$ cat src/rtl/vint_pkg.sv
package vint_pkg;
  // Number of maskable restart sources; the first one is edge latched.
  localparam int NUM_RST  = 3;
  // Slot 0 is the non-maskable source, then restarts, then the general line.
  localparam int NUM_SRC  = NUM_RST + 2;
  localparam int IDX_NMI  = 0;
  localparam int IDX_EDGE = 1;
  localparam int IDX_GEN  = NUM_SRC - 1;
endpackage

$ cat src/rtl/vint_edge.sv
module vint_edge #(
  parameter int W = 1
) (
  input  logic         clk,
  input  logic         rst,
  input  logic [W-1:0] lvl,
  output logic [W-1:0] rise
);
  logic [W-1:0] prev_q;

  // Previous sample resets high so a line held high through reset is no edge.
  always_ff @(posedge clk) begin
    if (rst) prev_q <= '1;
    else     prev_q <= lvl;
  end

  assign rise = lvl & ~prev_q;
endmodule

$ cat src/rtl/vint_state.sv
module vint_state
  import vint_pkg::*;
(
  input  logic               clk,
  input  logic               rst,
  input  logic               nmi_lvl,
  input  logic               nmi_rise,
  input  logic               edge_rise,
  input  logic               ien_set,
  input  logic               ien_clr,
  input  logic               mask_we,
  input  logic [NUM_RST-1:0] mask_wdata,
  input  logic               take,
  input  logic               take_nmi,
  input  logic               take_edge,
  output logic               ien_q,
  output logic [NUM_RST-1:0] mask_q,
  output logic               nmi_lat_q,
  output logic               edge_lat_q
);
  always_ff @(posedge clk) begin
    if (rst) begin
      ien_q      <= 1'b0;
      mask_q     <= '1;
      nmi_lat_q  <= 1'b0;
      edge_lat_q <= 1'b0;
    end else begin
      // Acceptance dominates, then clear, then set.
      if (take)         ien_q <= 1'b0;
      else if (ien_clr) ien_q <= 1'b0;
      else if (ien_set) ien_q <= 1'b1;

      if (mask_we) mask_q <= mask_wdata;

      // A fresh edge in the accept cycle stays recorded.
      if (edge_rise)                edge_lat_q <= 1'b1;
      else if (take && take_edge)   edge_lat_q <= 1'b0;

      if (take && take_nmi)         nmi_lat_q <= 1'b0;
      else if (nmi_rise)            nmi_lat_q <= 1'b1;
      else if (!nmi_lvl)            nmi_lat_q <= 1'b0;
    end
  end
endmodule

$ cat src/rtl/vint_prio.sv
module vint_prio #(
  parameter int N = 5
) (
  input  logic [N-1:0] cand,
  output logic [N-1:0] grant,
  output logic         any
);
  // Index 0 is the highest priority; scanning downward lets it win.
  always_comb begin
    grant = '0;
    for (int i = N - 1; i >= 0; i--) begin
      if (cand[i]) begin
        grant    = '0;
        grant[i] = 1'b1;
      end
    end
  end

  assign any = |cand;
endmodule

$ cat src/rtl/vint_present.sv
module vint_present
  import vint_pkg::*;
#(
  parameter int                              VEC_W   = 16,
  parameter logic [NUM_SRC-1:0][VEC_W-1:0]   VEC_TBL = '0
) (
  input  logic               clk,
  input  logic               rst,
  input  logic               boundary,
  input  logic               accept,
  input  logic               win_any,
  input  logic [NUM_SRC-1:0] win_oh,
  output logic               pend_valid,
  output logic [VEC_W-1:0]   vector,
  output logic               gen_ack,
  output logic               hold_pc,
  output logic               take,
  output logic               take_nmi,
  output logic               take_edge
);
  logic               busy;
  logic [NUM_SRC-1:0] cur_q;
  logic [VEC_W-1:0]   vterm [NUM_SRC];
  logic [VEC_W-1:0]   vec_sel;

  for (genvar g = 0; g < NUM_SRC; g++) begin : g_vterm
    assign vterm[g] = win_oh[g] ? VEC_TBL[g] : '0;
  end

  always_comb begin
    vec_sel = '0;
    for (int i = 0; i < NUM_SRC; i++) vec_sel |= vterm[i];
  end

  assign busy      = pend_valid | gen_ack;
  assign take      = accept & busy;
  assign take_nmi  = cur_q[IDX_NMI];
  assign take_edge = cur_q[IDX_EDGE];

  always_ff @(posedge clk) begin
    if (rst) begin
      pend_valid <= 1'b0;
      gen_ack    <= 1'b0;
      hold_pc    <= 1'b0;
      vector     <= '0;
      cur_q      <= '0;
    end else if (take) begin
      pend_valid <= 1'b0;
      gen_ack    <= 1'b0;
      hold_pc    <= 1'b0;
      vector     <= '0;
      cur_q      <= '0;
    end else if (boundary && !busy && win_any) begin
      cur_q <= win_oh;
      if (win_oh[IDX_GEN]) begin
        gen_ack <= 1'b1;
        hold_pc <= 1'b1;
      end else begin
        pend_valid <= 1'b1;
        vector     <= vec_sel;
      end
    end
  end
endmodule

$ cat src/rtl/vint_ctrl.sv
module vint_ctrl
  import vint_pkg::*;
#(
  parameter int               VEC_W    = 16,
  parameter logic [VEC_W-1:0] VEC_NMI  = 16'h0024,
  parameter logic [VEC_W-1:0] VEC_EDGE = 16'h003C,
  parameter logic [VEC_W-1:0] VEC_MID  = 16'h0034,
  parameter logic [VEC_W-1:0] VEC_LOW  = 16'h002C
) (
  input  logic               clk,
  input  logic               rst,
  input  logic               nmi_req,
  input  logic               rq_edge,
  input  logic               rq_mid,
  input  logic               rq_low,
  input  logic               gen_req,
  input  logic               ien_set,
  input  logic               ien_clr,
  input  logic               mask_we,
  input  logic [NUM_RST-1:0] mask_wdata,
  input  logic               boundary,
  input  logic               accept,
  output logic               pend_valid,
  output logic [VEC_W-1:0]   vector,
  output logic               gen_ack,
  output logic               hold_pc
);
  localparam logic [NUM_SRC-1:0][VEC_W-1:0] VEC_TBL =
    {{VEC_W{1'b0}}, VEC_LOW, VEC_MID, VEC_EDGE, VEC_NMI};

  logic [1:0]         rise;
  logic               ien_q;
  logic [NUM_RST-1:0] mask_q;
  logic               nmi_lat_q;
  logic               edge_lat_q;
  logic               take, take_nmi, take_edge;
  logic [NUM_RST-1:0] rst_src;
  logic [NUM_SRC-1:0] cand;
  logic [NUM_SRC-1:0] win_oh;
  logic               win_any;

  vint_edge #(.W(2)) u_edge (
    .clk  (clk),
    .rst  (rst),
    .lvl  ({rq_edge, nmi_req}),
    .rise (rise)
  );

  vint_state u_state (
    .clk        (clk),
    .rst        (rst),
    .nmi_lvl    (nmi_req),
    .nmi_rise   (rise[0]),
    .edge_rise  (rise[1]),
    .ien_set    (ien_set),
    .ien_clr    (ien_clr),
    .mask_we    (mask_we),
    .mask_wdata (mask_wdata),
    .take       (take),
    .take_nmi   (take_nmi),
    .take_edge  (take_edge),
    .ien_q      (ien_q),
    .mask_q     (mask_q),
    .nmi_lat_q  (nmi_lat_q),
    .edge_lat_q (edge_lat_q)
  );

  // Restart slot j sits at priority j+1; its mask bit counts down from the top.
  assign rst_src = {rq_low, rq_mid, edge_lat_q};

  assign cand[IDX_NMI] = nmi_lat_q & nmi_req;
  for (genvar j = 0; j < NUM_RST; j++) begin : g_rst
    assign cand[IDX_EDGE + j] = ien_q & rst_src[j] & ~mask_q[NUM_RST-1-j];
  end
  assign cand[IDX_GEN] = ien_q & gen_req;

  vint_prio #(.N(NUM_SRC)) u_prio (
    .cand  (cand),
    .grant (win_oh),
    .any   (win_any)
  );

  vint_present #(.VEC_W(VEC_W), .VEC_TBL(VEC_TBL)) u_present (
    .clk        (clk),
    .rst        (rst),
    .boundary   (boundary),
    .accept     (accept),
    .win_any    (win_any),
    .win_oh     (win_oh),
    .pend_valid (pend_valid),
    .vector     (vector),
    .gen_ack    (gen_ack),
    .hold_pc    (hold_pc),
    .take       (take),
    .take_nmi   (take_nmi),
    .take_edge  (take_edge)
  );
endmodule

$ cat config.mk
export PLATFORM = sky130hd
export DESIGN_NAME = vint_ctrl
export DESIGN_NICKNAME = d
export VERILOG_FILES = /design/src/rtl/vint_pkg.sv /design/src/rtl/vint_edge.sv /design/src/rtl/vint_state.sv /design/src/rtl/vint_prio.sv /design/src/rtl/vint_present.sv /design/src/rtl/vint_ctrl.sv
export SDC_FILE = /design/constraint.sdc
export NUM_CORES = 1
export LEC_CHECK = 0
export BUFFER_PORTS_ARGS = -buffer_cell sky130_fd_sc_hd__buf_2
export CAP_MARGIN = 10
export CELL_PAD_IN_SITES_DETAIL_PLACEMENT = 2
export CELL_PAD_IN_SITES_GLOBAL_PLACEMENT = 2
export CORE_MARGIN = 2
export CORE_UTILIZATION = 27
export CTS_CLUSTER_SIZE = 20
export DETAILED_ROUTE_END_ITERATION = 7
export PLACE_DENSITY = 0.89
export SLEW_MARGIN = 15
export SYNTH_ARGS = -nofsm -noshare
export SYNTH_HDL_FRONTEND = slang
export SYNTH_SLANG_ARGS = --single-unit
$ cat constraint.sdc
create_clock -name clk -period 1.75 [get_ports clk]
set_input_delay 0.0875 -clock clk [delete_from_list [all_inputs] [get_ports clk]]
set_output_delay 0.0875 -clock clk [all_outputs]
set_load 0.005 [all_outputs]
Word level (Yosys, flattened, before mapping)
Cells that the tools add are included.
{"block": "totals", "inputBits": 15, "wordCells": 54, "regBits": 28, "output_inout_bits": 19}
{"block": "classes", "n_mux": 13, "bitwise_logic": 19, "n_reduce_logical": 12, "n_eq_ne": 1}
{"cell": "OR 16 bit", "count": 3}
{"cell": "2-to-1 mux 5 bit", "count": 5}
{"cell": "2-to-1 mux 6 bit", "count": 4}
{"cell": "AND 1 bit", "count": 9}
{"cell": "OR reduction 5 bit", "count": 1}
{"cell": "logical AND 1 bit", "count": 4}
{"cell": "2-to-1 mux 1 bit", "count": 4}
{"cell": "inverter 1 bit", "count": 4}
{"cell": "AND reduction 2 bit", "count": 2}
{"cell": "OR reduction 2 bit", "count": 2}
{"cell": "OR reduction 3 bit", "count": 1}
{"cell": "AND 2 bit", "count": 1}
{"cell": "!= test 2 x 1 -> 1 bit (second input constant)", "count": 1}
{"cell": "inverter 2 bit", "count": 1}
{"cell": "nonzero test 2 bit", "count": 1}
{"cell": "logical NOT 1 bit", "count": 1}
{"cell": "OR 1 bit", "count": 1}

Depth between registers and ports, before layout
{"block": "depth", "depth_word": 10, "ltp_mapped": 4, "ltp_nobuf": 4}

By module
Synthesis repeated with hierarchy kept, for this count alone.
{"block": "hier_totals", "hier_cells": 85, "hier_area_um2": 787.0}
{"mod": "vint_present", "seq_area_each_um2": 140.1, "instances": 1, "area_per_inst_um2": 420.4, "cells_each": 48}
{"mod": "vint_state", "seq_area_each_um2": 120.1, "instances": 1, "area_per_inst_um2": 203.9, "cells_each": 19}
{"mod": "vint_edge", "seq_area_each_um2": 40.0, "instances": 1, "area_per_inst_um2": 65.1, "cells_each": 6}
{"mod": "vint_prio", "seq_area_each_um2": 0.0, "instances": 1, "area_per_inst_um2": 57.6, "cells_each": 7}
{"mod": "vint_ctrl", "seq_area_each_um2": 0.0, "instances": 1, "area_per_inst_um2": 40.0, "cells_each": 5}

Least setup slack after synthesis
No wires, ideal clock.
{"block": "synth_path", "path_kind": "register -> register", "from": "reg u_state.ien_q", "to": "reg u_present.cur_q[1]", "setup_ns": 0.072, "slack_ns": 0.628, "synth_period_minus_slack_ns": 1.122, "path_buffers": 0, "arrival_time_ns": 1.051, "path_stages_with_launch": 5, "required_ns": 1.678, "path_cell_list": "dfxtp_1 > nand3b_2 > and2_4 > a31oi_2 > mux2i_1"}
{"block": "synth_via", "elab_chain_len": 6, "word_cells_on_any_way": 13, "cone_classes": "mux: 4; bitwise: 7; reduce/logical: 2"}
{"item": "from (decl)", "line": "vint_state.sv:16", "text": "output logic ien_q,"}
{"item": "from (signal assigned)", "line": "vint_state.sv:23", "text": "ien_q <= 1'b0;"}
{"item": "from (signal assigned)", "line": "vint_state.sv:29", "text": "if (take) ien_q <= 1'b0;"}
{"item": "from (signal assigned)", "line": "vint_state.sv:30", "text": "else if (ien_clr) ien_q <= 1'b0;"}
{"item": "AND 1 bit (2 in series)", "line": "vint_ctrl.sv:73", "text": "assign cand[IDX_EDGE + j] = ien_q & rst_src[j] & ~mask_q[NUM_RST-1-j];"}
{"item": "2-to-1 mux 5 bit (4 in series)", "line": "vint_prio.sv:12", "text": "if (cand[i]) begin"}
{"item": "to (signal assigned)", "line": "vint_present.sv:54", "text": "cur_q <= win_oh;"}
{"item": "to (decl)", "line": "vint_present.sv:22", "text": "logic [NUM_SRC-1:0] cur_q;"}
Parallel ways exist; a longest one is shown, timed or not.
A chain may end at the register's enable or synchronous reset.

Worst setup path after layout
Ends and elaborated chain as after synthesis.

==> impl_metrics.json <==
{
  "status": "completed",
  "fmax_mhz": 782,
  "hp-class": "input port to flop",
  "grt_pass1_wl_mm": 3.02,
  "cts-root-buf": "clkbuf_4",
  "setup_viol": 0,
  "p_leak_uw": 0.000383,
  "seqCellArea_um2": 300,
  "post-place-ws_ns": 0.472,
  "overflow": 0,
  "wl_per_cell_um": 13.5,
  "crit_type": "flop to flop",
  "synth.distinct_cells": 29,
  "portBuffers": 21,
  "rsz0062_at_grt": "no",
  "grt_pass1_vias": 696,
  "period_needed_ns": 1.28,
  "initial_core_util": 0.291,
  "post-cts-setup-buffers": 0,
  "post-route-drc-count": 0,
  "postCtsHoldBufs": 3,
  "cts_made_buffers": 3,
  "cts_tree": "done",
  "netlist_area_um2": 741,
  "final_common_cell": "buf_2",
  "vias": 638,
  "skew_ns": 0.00473,
  "finalHoldViolations": 0,
  "clock_latency_ns": 0.29,
  "arrival_ns": 1.50,
  "drv_slew": 0,
  "antenna_left": 0,
  "power_density_nw_per_um2": 745,
  "synth-seq-area-share": 0.405,
  "first_iter_violations": 10,
  "crit_required_ns": 1.97,
  "top_usage_layer": "met2",
  "end_kind": "flop",
  "yosysWarnings": 0,
  "synth-seq-cells": 15,
  "drt_wl_total_mm": 1.83,
  "syn_area_per_cell_um2": 9.03,
  "peakVddDrop_mv": 0.360,
  "die_w_um": 56.4,
  "clk_transition_reported_paths_ns": 0.09,
  "drtPass1Iterations": 3,
  "cp-start-kind": "flop",
  "fin_crit_sh": 0.731,
  "final_cell_mix": "21 x buf_2, 15 x dfxtp_1, 12 x conb_1",
  "ctsResizeCount": 0,
  "antenna_found_initial": 0,
  "ctsLongestPathBuffers": 2,
  "cts_sinks": 15,
  "fin_nets": 122,
  "die-area_um2": 3180,
  "track_usage": 0.124,
  "multiInputGateArea_um2": 369,
  "viasPerCell": 4.69,
  "io_pins": 34,
  "place_inst": 129,
  "layout_setup_ws_ns": 0.471,
  "rows": 18,
  "grt_use_met3": 0.0507,
  "finalWeightedCongestion": 0.844,
  "die_y_um": 56.4,
  "synthToLayoutAreaGrowth_pct": 17.7,
  "cp_max_fo": 7,
  "grt_max_degree": 10,
  "use_met2": 0.212,
  "coreArea_um2": 2540,
  "drive_gt1_frac": 0.292,
  "use_met1": 0.125,
  "stdcell_count": 136,
  "antenna_cells": 0,
  "fin_setup_tns_ns": 0,
  "n_fill_cell": 298,
  "maxCapViolations": 0,
  "cts_max_level": 1,
  "synth_cells": 82
}
## cell usage after synthesis
master,count,share of area
nand2_1,7,0.035
nand3b_1,1,0.010
o2bb2ai_1,1,0.012
o21ai_1,1,0.0068
and3_2,1,0.010
a211o_1,3,0.035
nand3b_2,1,0.015
a21oi_2,1,0.012
a31oi_2,1,0.017
o21ai_2,1,0.012
a2111oi_0,1,0.012
mux2i_1,2,0.027
clkbuf_1,1,0.0051
and2_4,1,0.012
a21oi_1,2,0.014
conb_1,1,0.0051
a31oi_1,2,0.017
nand4_1,2,0.017
inv_1,1,0.0051
nor2_2,1,0.0085
nor2b_1,7,0.059
buf_4,14,0.14
nor3_1,1,0.0068
nor3b_1,1,0.010
dfxtp_1,15,0.41
o21a_1,3,0.030
nor2_1,4,0.020
or2_1,3,0.025
nand3_1,2,0.014
## layout make-up
cell class / instances / share of cell area
Tap cell: 30 / 0.0430
Clock buffer: 4 / 0.0301
Multi-Input combinational cell: 62 / 0.423
Inverter: 1 / 0.00430
Sequential cell: 15 / 0.344
Timing Repair Buffer: 24 / 0.155
## sequential cells by signal (all words and copies together), names as in the netlist
| signal | flops |
|---|---|
| u_edge.prev_q | 2 |
| u_present.cur_q | 2 |
| u_present.gen_ack | 1 |
| u_present.pend_valid | 1 |
| u_present.vector | 3 |
| u_state.edge_lat_q | 1 |
| u_state.ien_q | 1 |
| u_state.mask_q | 3 |
| u_state.nmi_lat_q | 1 |
## report_power, final
part           switching (uW)  leakage, uW  internal [uW]
Clock                     114    0.0000150           88.7
Sequential               10.1     0.000123            355
Combinational            43.3     0.000245           38.9
Total                     167     0.000383            482
## cell families after synthesis
kind of cell,share of synthesized area
buf+inv,0.152
simple gates,0.243
compound gates,0.167
other cells,0.00506
mux,0.0270
flops,0.405
## layer usage
metal,share of wire,vias up,wire length [um]
li1,-,304,-
met1,0.39,299,717
met2,0.49,28,903
met3,0.081,7,148
met4,0.034,0,62
met5,0,-,0
## critical path, cell delays in order (launching register included)
cell,delay (ns)
dfxtp_1,0.47
nand3b_2,0.15
and2_4,0.20
a31oi_2,0.20
mux2i_1,0.20
## path summary, 6_finish.rpt
check                      start                  end  slack (ns)  depth (start not counted)
max                u_state.ien_q   u_present.cur_q[1]        0.47                          4
min                mask_wdata[2]    u_state.mask_q[2]       0.006                          2
max reg2reg        u_state.ien_q   u_present.cur_q[1]        0.47                          4
min reg2reg  u_present.vector[3]  u_present.vector[3]        0.47                          2
## through the flow
step            util  total power [uW]  cell area, um2  hold WS (ns)
2_1_floorplan      -               436             782         0.167
3_3_place_gp   0.321               444             816         0.271
3_5_place_dp   0.321               450             816         0.283
4_1_cts        0.343               658             872      0.000160
5_1_grt        0.343               682             872        0.0102
6_report       0.343               650             872       0.00560
No activity file was read; power rests on OpenSTA's default activity.
